`config.mk`:
```
export PLATFORM = sky130hd
export DESIGN_NAME = hs_port_channel
export DESIGN_NICKNAME = d
export VERILOG_FILES = /design/src/rtl/hs_port_pkg.sv /design/src/rtl/hs_sync_edge.sv /design/src/rtl/hs_in_path.sv /design/src/rtl/hs_out_path.sv /design/src/rtl/hs_port_channel.sv
export SDC_FILE = /design/constraint.sdc
export NUM_CORES = 1
export LEC_CHECK = 0
export CORE_MARGIN = 10
export CORE_UTILIZATION = 44
export CTS_BUF_LIST = sky130_fd_sc_hd__clkbuf_8
export DETAILED_ROUTE_END_ITERATION = 10
export HOLD_SLACK_MARGIN = 0.05
export PLACE_DENSITY_LB_ADDON = 0.15
export SLEW_MARGIN = 20
export SYNTH_ARGS = -nofsm -noshare
export SYNTH_HDL_FRONTEND = slang
export SYNTH_SLANG_ARGS = --single-unit
```
`constraint.sdc`:
```
create_clock -name clk -period 3.2 [get_ports clk]
set_clock_uncertainty 0.1 [all_clocks]
set_input_delay 0.64 -clock clk [delete_from_list [all_inputs] [get_ports clk]]
set_output_delay 0.64 -clock clk [all_outputs]
set_load 0.02 [all_outputs]
```
`src/rtl/hs_port_pkg.sv`:
```
package hs_port_pkg;

  localparam logic [1:0] HS_MODE_IN  = 2'b00;
  localparam logic [1:0] HS_MODE_OUT = 2'b01;

  // input path active in input and both bidirectional codes
  function automatic logic mode_has_in(input logic [1:0] m);
    return m != HS_MODE_OUT;
  endfunction

  // output path active in output and both bidirectional codes
  function automatic logic mode_has_out(input logic [1:0] m);
    return m != HS_MODE_IN;
  endfunction

  function automatic logic mode_is_bidir(input logic [1:0] m);
    return m[1];
  endfunction

  // interrupt: each pending request gated by its enable bit
  function automatic logic irq_combine(input logic [1:0] ie,
                                       input logic in_req,
                                       input logic out_req);
    return (ie[0] & in_req) | (ie[1] & out_req);
  endfunction

  // status byte in port-C bit positions
  function automatic logic [7:0] status_byte(input bit ch_a,
                                             input logic [1:0] m,
                                             input logic obf_n,
                                             input logic ack_lvl,
                                             input logic ibf,
                                             input logic stb_lvl,
                                             input logic irq);
    logic [7:0] s;
    s = '0;
    if (ch_a) begin
      s[7] = obf_n;
      s[6] = ack_lvl;
      s[5] = ibf;
      s[4] = stb_lvl;
      s[3] = irq;
    end else begin
      s[2] = (m == HS_MODE_IN) ? stb_lvl : ack_lvl;
      s[1] = (m == HS_MODE_IN) ? ibf : obf_n;
      s[0] = irq;
    end
    return s;
  endfunction

endpackage

```
`src/rtl/hs_sync_edge.sv`:
```
module hs_sync_edge #(
  parameter int STAGES = 2
) (
  input  logic clk,
  input  logic rst_n,
  input  logic line_n,
  output logic level,
  output logic rise,
  output logic fall
);
  logic [STAGES-1:0] chain;
  logic              prev;

  for (genvar g = 0; g < STAGES; g++) begin : g_stage
    if (g == 0) begin : g_first
      always_ff @(posedge clk or negedge rst_n) begin
        if (!rst_n) chain[0] <= 1'b1;
        else        chain[0] <= line_n;
      end
    end else begin : g_next
      always_ff @(posedge clk or negedge rst_n) begin
        if (!rst_n) chain[g] <= 1'b1;
        else        chain[g] <= chain[g-1];
      end
    end
  end

  always_ff @(posedge clk or negedge rst_n) begin
    if (!rst_n) prev <= 1'b1;
    else        prev <= chain[STAGES-1];
  end

  assign level = chain[STAGES-1];
  assign rise  = level & ~prev;
  assign fall  = ~level & prev;

endmodule

```
`src/rtl/hs_in_path.sv`:
```
module hs_in_path #(
  parameter int W = 8
) (
  input  logic         clk,
  input  logic         rst_n,
  input  logic         en,
  input  logic         stb_fall,
  input  logic         stb_rise,
  input  logic [W-1:0] pin_in,
  input  logic         cpu_rd,
  output logic [W-1:0] in_data,
  output logic         ibf,
  output logic         in_req
);
  logic capture;
  assign capture = en & stb_fall;

  always_ff @(posedge clk or negedge rst_n) begin
    if (!rst_n) begin
      in_data <= '0;
      ibf     <= 1'b0;
    end else if (capture) begin
      in_data <= pin_in;
      ibf     <= 1'b1;
    end else if (cpu_rd) begin
      ibf     <= 1'b0;
    end
  end

  always_ff @(posedge clk or negedge rst_n) begin
    if (!rst_n)                      in_req <= 1'b0;
    else if (cpu_rd)                 in_req <= 1'b0;
    else if (en && stb_rise && ibf)  in_req <= 1'b1;
  end

  AST_IBF_SETS_ON_STROBE: assert property (@(posedge clk) disable iff (!rst_n)
    (en && stb_fall) |=> ibf);
  AST_READ_EMPTIES_IBF: assert property (@(posedge clk) disable iff (!rst_n)
    (cpu_rd && !(en && stb_fall)) |=> !ibf);
  AST_INREQ_NEEDS_DATA: assert property (@(posedge clk) disable iff (!rst_n)
    in_req |-> ibf);

endmodule

```
`src/rtl/hs_out_path.sv`:
```
module hs_out_path #(
  parameter int W = 8
) (
  input  logic         clk,
  input  logic         rst_n,
  input  logic         en,
  input  logic         cpu_wr,
  input  logic [W-1:0] cpu_wdata,
  input  logic         ack_fall,
  input  logic         ack_rise,
  output logic [W-1:0] out_data,
  output logic         obf_n,
  output logic         out_req
);
  logic load;
  assign load = en & cpu_wr;

  always_ff @(posedge clk or negedge rst_n) begin
    if (!rst_n) begin
      out_data <= '0;
      obf_n    <= 1'b1;
    end else if (load) begin
      out_data <= cpu_wdata;
      obf_n    <= 1'b0;
    end else if (en && ack_fall) begin
      obf_n    <= 1'b1;
    end
  end

  always_ff @(posedge clk or negedge rst_n) begin
    if (!rst_n)                        out_req <= 1'b0;
    else if (load)                     out_req <= 1'b0;
    else if (en && ack_rise && obf_n)  out_req <= 1'b1;
  end

  AST_WRITE_FILLS: assert property (@(posedge clk) disable iff (!rst_n)
    (en && cpu_wr) |=> !obf_n);
  AST_ACK_EMPTIES: assert property (@(posedge clk) disable iff (!rst_n)
    (en && ack_fall && !cpu_wr) |=> obf_n);
  AST_OUTREQ_NEEDS_EMPTY: assert property (@(posedge clk) disable iff (!rst_n)
    out_req |-> obf_n);
  AST_NO_FILL_WHEN_OFF: assert property (@(posedge clk) disable iff (!rst_n)
    (!en && obf_n) |=> obf_n);

endmodule

```
`src/rtl/hs_port_channel.sv`:
```
module hs_port_channel
  import hs_port_pkg::*;
#(
  parameter int DATA_W      = 8,
  parameter int SYNC_STAGES = 2,
  parameter bit CH_A        = 1'b1
) (
  input  logic              clk,
  input  logic              rst_n,
  input  logic [1:0]        mode_sel,
  input  logic              cpu_wr,
  input  logic [DATA_W-1:0] cpu_wdata,
  input  logic              cpu_rd,
  output logic [DATA_W-1:0] cpu_rdata,
  input  logic              ie_wr,
  input  logic [1:0]        ie_wdata,
  output logic              irq,
  input  logic [DATA_W-1:0] pin_in,
  output logic [DATA_W-1:0] pin_out,
  output logic              pin_oe,
  input  logic              stb_n,
  input  logic              ack_n,
  output logic              obf_n,
  output logic              ibf,
  output logic [7:0]        status
);
  // synchronised handshake events, brought out as named wires
  logic stb_lvl, stb_rise, stb_fall;
  logic ack_lvl, ack_rise, ack_fall;
  logic in_en, out_en;
  logic in_req, out_req;
  logic [1:0] ie_q;

  assign in_en  = mode_has_in(mode_sel);
  assign out_en = mode_has_out(mode_sel);

  hs_sync_edge #(.STAGES(SYNC_STAGES)) u_stb (
    .clk(clk), .rst_n(rst_n), .line_n(stb_n),
    .level(stb_lvl), .rise(stb_rise), .fall(stb_fall)
  );

  hs_sync_edge #(.STAGES(SYNC_STAGES)) u_ack (
    .clk(clk), .rst_n(rst_n), .line_n(ack_n),
    .level(ack_lvl), .rise(ack_rise), .fall(ack_fall)
  );

  hs_in_path #(.W(DATA_W)) u_in (
    .clk(clk), .rst_n(rst_n), .en(in_en),
    .stb_fall(stb_fall), .stb_rise(stb_rise),
    .pin_in(pin_in), .cpu_rd(cpu_rd),
    .in_data(cpu_rdata), .ibf(ibf), .in_req(in_req)
  );

  hs_out_path #(.W(DATA_W)) u_out (
    .clk(clk), .rst_n(rst_n), .en(out_en),
    .cpu_wr(cpu_wr), .cpu_wdata(cpu_wdata),
    .ack_fall(ack_fall), .ack_rise(ack_rise),
    .out_data(pin_out), .obf_n(obf_n), .out_req(out_req)
  );

  always_ff @(posedge clk or negedge rst_n) begin
    if (!rst_n)     ie_q <= 2'b00;
    else if (ie_wr) ie_q <= ie_wdata;
  end

  assign irq = irq_combine(ie_q, in_req, out_req);

  // pins: always driven in output mode, gated by raw acknowledge in bidirectional mode
  always_comb begin
    if (mode_is_bidir(mode_sel)) pin_oe = ~ack_n;
    else                         pin_oe = (mode_sel == HS_MODE_OUT);
  end

  assign status = status_byte(CH_A, mode_sel, obf_n, ack_lvl, ibf, stb_lvl, irq);

  AST_IRQ_SILENT_UNENABLED: assert property (@(posedge clk) disable iff (!rst_n)
    (ie_q == 2'b00) |-> !irq);
  AST_INPUT_PINS_FLOAT: assert property (@(posedge clk) disable iff (!rst_n)
    (mode_sel == HS_MODE_IN) |-> !pin_oe);

endmodule

```
==> impl_metrics.toml, run 1 <==
[power_and_ir_drop]
power_density_mw_per_mm2 = 512.7
power_frac_clock_pct = 22.1
intPower_mw = 0.6142
pwr-share-seq_pct = 50.2
swShare_pct = 26.63
combPwrFrac_pct = 27.7
cellLeakagePower_nw = 0.6789
p_switching_mw = 0.2229
power.total_mw = 0.8371
ir_worst_vdd_mv = 0.3434

[outcome]
status = "complete, no violations"

[setup_path]
critical_path_buf_inv_count = 2
path_delay_family = "buffers and inverters"
path_class = "input port to primary output"
reg2reg_slack_ns = 1.59
critPathRequiredTime_ns = 2.46
worst_path_max_delay_cell = "clkdlybuf4s50_1"
cp_max_fo = 4
crit_path_end_kind = "primary output"
max_stage_delay_ns = 0.63
reg2reg_from = "u_stb.prev"
cp-start-kind = "input port"
r2r_end = "u_in.in_data[2]"
path_cells = "clkdlybuf4s50_1 -> nor2_1 -> a21oi_1 -> clkdlybuf4s50_1"
cp_data_arrival_time_ns = 2.03
cp_common_cell = "clkdlybuf4s50_1"
r2r_cells = 3
path_depth = 4

[synthesis]
yosys.area.top_type = "dfrtp_1"
seq_area_frac_synth_pct = 65.25
synth_ff_type = "dfrtp_1"
yosysWarnings = 0
synthCells = 71
synth_edf_count = 0
ys_async_sr_fraction_pct = 100.0
synth.area.top_cells = "dfrtp_1, mux2_2, dfstp_2"
yosys.area.top_type_share_pct = 48.33
ys_ff_latch = 28
avgSynthCellArea_um2 = 15.31
synth_cell_type_count = 18
syn-cell-area_mm2 = 0.001087

[clock_tree]
clk_pin_slew_ns = 0.08
cts-root-buf = "clkbuf_8"
clkSinkCount = 28
clk_path_buf_depth = 2
cts_setup_buffers = 0
cts_tree = "done"
insertion_delay_ns = 0.26
post_cts_resized = 0
cts_hold_buffers = 0
numCtsBuffers = 3
htreeDepth = 1

[place]
dpl.hpwl_um = 2035
port_buffers = 51
gp_congestion = 0.7413
dp_slack_ns = 0.4308

[timing]
worst_slack_ns = 0.4263
slew_violations = 0
finalCriticalPeriod_ns = 2.774
timing.final.crit_share_pct = 86.68
rsz0062_at_grt = "false"
timing.hold.ws_ns = 0.2589
hold_violations = 0
tns_ns = 0
max_clock_freq_ghz = 0.3605
finalSetupViolCount = 0

[die]
dieHeight_um = 69.71
die_x_um = 69.71
io_pins = 55
coreArea_mm2 = 0.002276
dieArea_mm2 = 0.004859
start_util_pct = 47.77
row_count = 17

[final_layout]
area_growth_pct = 50.17
multi_input_area_um2 = 317.8
n_fill_cell = 154
drive_above_1_share_pct = 26.45
antennaDiodeCount = 0
fin_nets = 149
seq_area_um2 = 709.4

[global_route]
grt_pass1_vias = 823
grt_pass1_wl_um = 4071
antenna_found_initial = 0
grt_use_total_pct = 10.13
grt-ovfl-total = 0
grt_max_degree = 29

[route]
drc = 0
vias = 717
vias_per_cell = 4.812
dr.pass1.iters = 2
post_drt_wl_per_cell_um = 16.39
drt_iter0_drc = 13
wirelength_um = 2442
ant_nets = 0

[worst_hold_path]
min_path_cells = 0
hp-class = "register to register"
hold_end = "u_ack.level"
min_from = "u_ack.chain[0]"

[job]
drv_cap = 0
[per-stage QoR]
stage | std cells | cell area [µm²] | util (%)
finish | 149 | 1633 | 71.74
floorplan | 73 | 1095 | -
CTS | 149 | 1633 | 71.74
global route | 149 | 1633 | 71.74
global placement | 145 | 1588 | 69.76
detailed placement | 145 | 1588 | 69.76
[logic make-up after synthesis]
family | count (synthesis) | synth area share, %
compound gates | 7 | 5.063
buf+inv | 10 | 6.215
flops | 28 | 65.25
mux | 18 | 18.64
other cells | 1 | 0.3449
simple gates | 7 | 4.488
[power groups by stage]
| stage | registers, mW | logic [mW] | clock network [mW] |
|---|---|---|---|
| after floorplan | 0.469 | 0.0670 | 0 |
| final | 0.421 | 0.232 | 0.185 |
| after global placement | 0.425 | 0.232 | 0 |
| after global routing | 0.427 | 0.247 | 0.211 |
| after CTS | 0.421 | 0.238 | 0.191 |
| after detailed placement | 0.429 | 0.236 | 0 |
[layout by cell type (no fill, tap or decap), types with 2 or more instances in the layout]
master,n
clkdlybuf4s50_1,51
dfrtp_1,21
mux2_2,18
dfstp_2,7
inv_1,3
conb_1,3
clkbuf_8,3
nor2_1,2
o21a_1,2
[cells in the mapped netlist, drive strengths merged (2+ instances only)]
master,number
o21a,2
nor3b,2
nor2,2
dfrtp,21
buf,8
inv,2
mux2,18
dfstp,7
[registers in the layout, indices dropped and copies added, names as in the netlist]
register / cells
u_in.ibf: 1
u_out.obf_n: 1
u_out.out_req: 1
u_ack.prev: 1
u_in.in_req: 1
u_ack.level: 1
u_ack.chain: 1
u_stb.prev: 1
u_stb.level: 1
u_in.in_data: 8
u_out.out_data: 8
ie_q: 2
u_stb.chain: 1
[per-layer routing]
layer	global-route usage, %	vias to the layer above	share of wire, %
met4	3.261	0	0.66
met5	0	-	0
met1	10.06	353	37
li1	-	333	-
met2	17.44	29	51
met3	5.706	2	11
[area by class of cell]
cell class                      instances  share of cell area (%)
Clock buffer                            3                   2.529
Clock inverter                          1                  0.2299
Inverter                                2                  0.4598
Multi-Input combinational cell         35                   19.46
Sequential cell                        28                   43.45
Tap cell                               28                   2.146
Timing Repair Buffer                   52                   31.72
[worst max path at each step]
stage                      from  endpoint  slack [ns]
global route        mode_sel[1]    pin_oe        0.37
finish              mode_sel[1]    pin_oe        0.43
detailed placement  mode_sel[1]    pin_oe        0.43
floorplan           mode_sel[1]    pin_oe        1.43
global placement    mode_sel[1]    pin_oe        0.43
CTS                 mode_sel[1]    pin_oe        0.42
Power figures use the tool's default switching activity.
==> run 2: changes to the inputs <==
--- a/config.mk
+++ b/config.mk
@@ -8,10 +8,12 @@
 export CORE_MARGIN = 10
 export CORE_UTILIZATION = 44
 export CTS_BUF_LIST = sky130_fd_sc_hd__clkbuf_8
+export CTS_CLUSTER_SIZE = 16
 export DETAILED_ROUTE_END_ITERATION = 10
 export HOLD_SLACK_MARGIN = 0.05
 export PLACE_DENSITY_LB_ADDON = 0.15
 export SLEW_MARGIN = 20
 export SYNTH_ARGS = -nofsm -noshare
 export SYNTH_HDL_FRONTEND = slang
+export SYNTH_HIERARCHICAL = 1
 export SYNTH_SLANG_ARGS = --single-unit
==> impl_metrics.toml, run 2 <==
[outcome]
status = "complete, no violations"

[final_layout]
top_regs = "u_in/in_data x8, u_out/out_data x8, ie_q x2"
final_common_cell = "clkdlybuf4s50_1"
final_util_pct = 69.03
mostFrequentLayoutCells = "clkdlybuf4s50_1, dfrtp_1, mux2_2, dfstp_2"
area_growth_pct = 53.02
fin_nets = 152
drive_above_1_share_pct = 28.23
antennaDiodeCount = 0
n_fill_cell = 197

[die]
die_x_um = 69.94
dieHeight_um = 69.94
dieArea_mm2 = 0.004892
coreArea_mm2 = 0.002432
row_count = 18
io_pins = 55
start_util_pct = 45.11

[place]
gp_congestion = 0.7319
port_buffers = 51

[timing]
hold_violations = 0
slew_violations = 0
tns_ns = 0
finalSetupViolCount = 0
finalCriticalPeriod_ns = 2.854
max_clock_freq_ghz = 0.3504
rsz0062_at_grt = "false"
timing.hold.ws_ns = 0.2609
timing.final.crit_share_pct = 89.18

[route]
vias = 706
drc = 0
post_drt_wl_per_cell_um = 15.85
dr.pass1.iters = 2
wirelength_um = 2441
drt_iter0_drc = 13
vias_per_cell = 4.584
ant_nets = 0

[synthesis]
ys_async_sr_fraction_pct = 100.0
synth_cell_type_count = 17
ys_ff_latch = 28
synthCells = 73
synth.area.top_cells = "dfrtp_1, mux2_2, dfstp_2"
synth_ff_type = "dfrtp_1"
synth_edf_count = 0
synth.most_common_cell = "dfrtp_1"
yosysWarnings = 6
syn-cell-area_mm2 = 0.001097
avgSynthCellArea_um2 = 15.03
yosys.area.top_type = "dfrtp_1"
yosys.area.top_type_share_pct = 47.89
seq_area_frac_synth_pct = 64.65
synth_common_cells = "dfrtp_1, mux2_2, buf_4"

[power_and_ir_drop]
cellLeakagePower_nw = 0.7011
ir_worst_vdd_mv = 0.5200
power_density_mw_per_mm2 = 552.0

[setup_path]
startpoint = "mode_sel[1]"
critical_path_buf_inv_count = 2
critPathRequiredTime_ns = 2.46
worst_path_max_delay_cell = "clkdlybuf4s50_1"
path_cells = "clkdlybuf4s50_1 -> or2_1 -> a21boi_0 -> clkdlybuf4s50_1"
path_delay_family = "buffers and inverters"
cp_max_fo = 3
cp-start-kind = "input port"
cp_data_arrival_time_ns = 2.11
max_stage_delay_ns = 0.64
path_class = "input port to primary output"
crit_path_end_kind = "primary output"
cp_common_cell = "clkdlybuf4s50_1"
reg2reg_from = "u_stb/level"

[clock_tree]
cts_tree = "done"
htreeDepth = 1
clk_path_buf_depth = 2
post_cts_resized = 0
clk_pin_slew_ns = 0.10
insertion_delay_ns = 0.27
clkSinkCount = 28
numCtsBuffers = 3
cts-root-buf = "clkbuf_8"
cts_hold_buffers = 0
cts_setup_buffers = 0

[global_route]
grt_max_degree = 29
grt-ovfl-total = 0
grt_pass1_vias = 821
antenna_found_initial = 0
grt_use_total_pct = 9.820
grt_pass1_wl_um = 4022

[worst_hold_path]
min_from = "u_stb/chain[0]"
hp-class = "register to register"

[job]
drv_cap = 0
==> run 2: cell count changes in the layout (fill, tap and decap cells not counted), sizes merged, moves of 2 or more <==
cell	delta
a21oi	+2
a31oi	+2
and2b	+2
inv	-2
nor2b	+2
nor3b	-2
o21a	-2
==> run 2: stage by stage <==
stage / std cells / total power [mW] / area [µm²] / setup slack [ns]
CTS: 154 / 0.9389 / 1679 / 0.3201
detailed placement: 150 / 0.6651 / 1608 / 0.3232
floorplan: 75 / 0.5360 / 1105 / 1.073
finish: 154 / 0.9269 / 1679 / 0.3462
global placement: 150 / 0.6580 / 1608 / 0.4348
global route: 154 / 0.9676 / 1679 / 0.2635
==> run 2: final timing paths <==
kind	end	cells past startpoint	slack, ns
min in group asynchronous	u_out/out_data[6]	2	0.63
worst max-delay path	pin_oe	4	0.35
worst max register to register	u_in/in_data[3]	3	1.73
worst min register to register	u_stb/level	0	0.26
max in group asynchronous	u_out/obf_n	2	2.07
worst min-delay path	u_stb/level	0	0.26
==> run 2: final cells by class <==
| cell class | instances | area [µm²] | area share, % |
|---|---|---|---|
| Inverter | 1 | 3.754 | 0.2235 |
| Timing Repair Buffer | 53 | 525.5 | 31.30 |
| Clock inverter | 1 | 30.03 | 1.788 |
| Multi-Input combinational cell | 38 | 331.6 | 19.75 |
| Clock buffer | 3 | 41.29 | 2.459 |
| Sequential cell | 28 | 709.4 | 42.25 |
| Tap cell | 30 | 37.54 | 2.235 |
==> run 2: worst register-to-register path, delay by kind of cell (launching register included) <==
family | cells | cell delay (ns)
flip-flops | 1 | 0.56
AND/OR/NAND/NOR | 2 | 0.35
multiplexers | 1 | 0.35
==> run 2: routing by layer <==
layer | part of all wire (%) | track usage, %
met1 | 41 | 10.54
met2 | 52 | 17.72
met3 | 6.9 | 3.814
met4 | 0 | 1.974
met5 | 0 | 0
==> run 2: kinds of logic (layout without fill, tap and decap cells) <==
family	after synthesis	count (layout)	synth area share [%]
buffers and inverters	9	58	5.815
multiplexers	18	18	18.47
flip-flops	28	28	64.65
AND/OR/NAND/NOR	9	9	6.272
AO/OA/AOI/OAI	8	8	4.446
other	1	3	0.3417
==> run 2: report_power, final <==
part	internal, mW	switching [mW]
registers	0.399	0.0205
logic	0.130	0.104
clock network	0.167	0.106
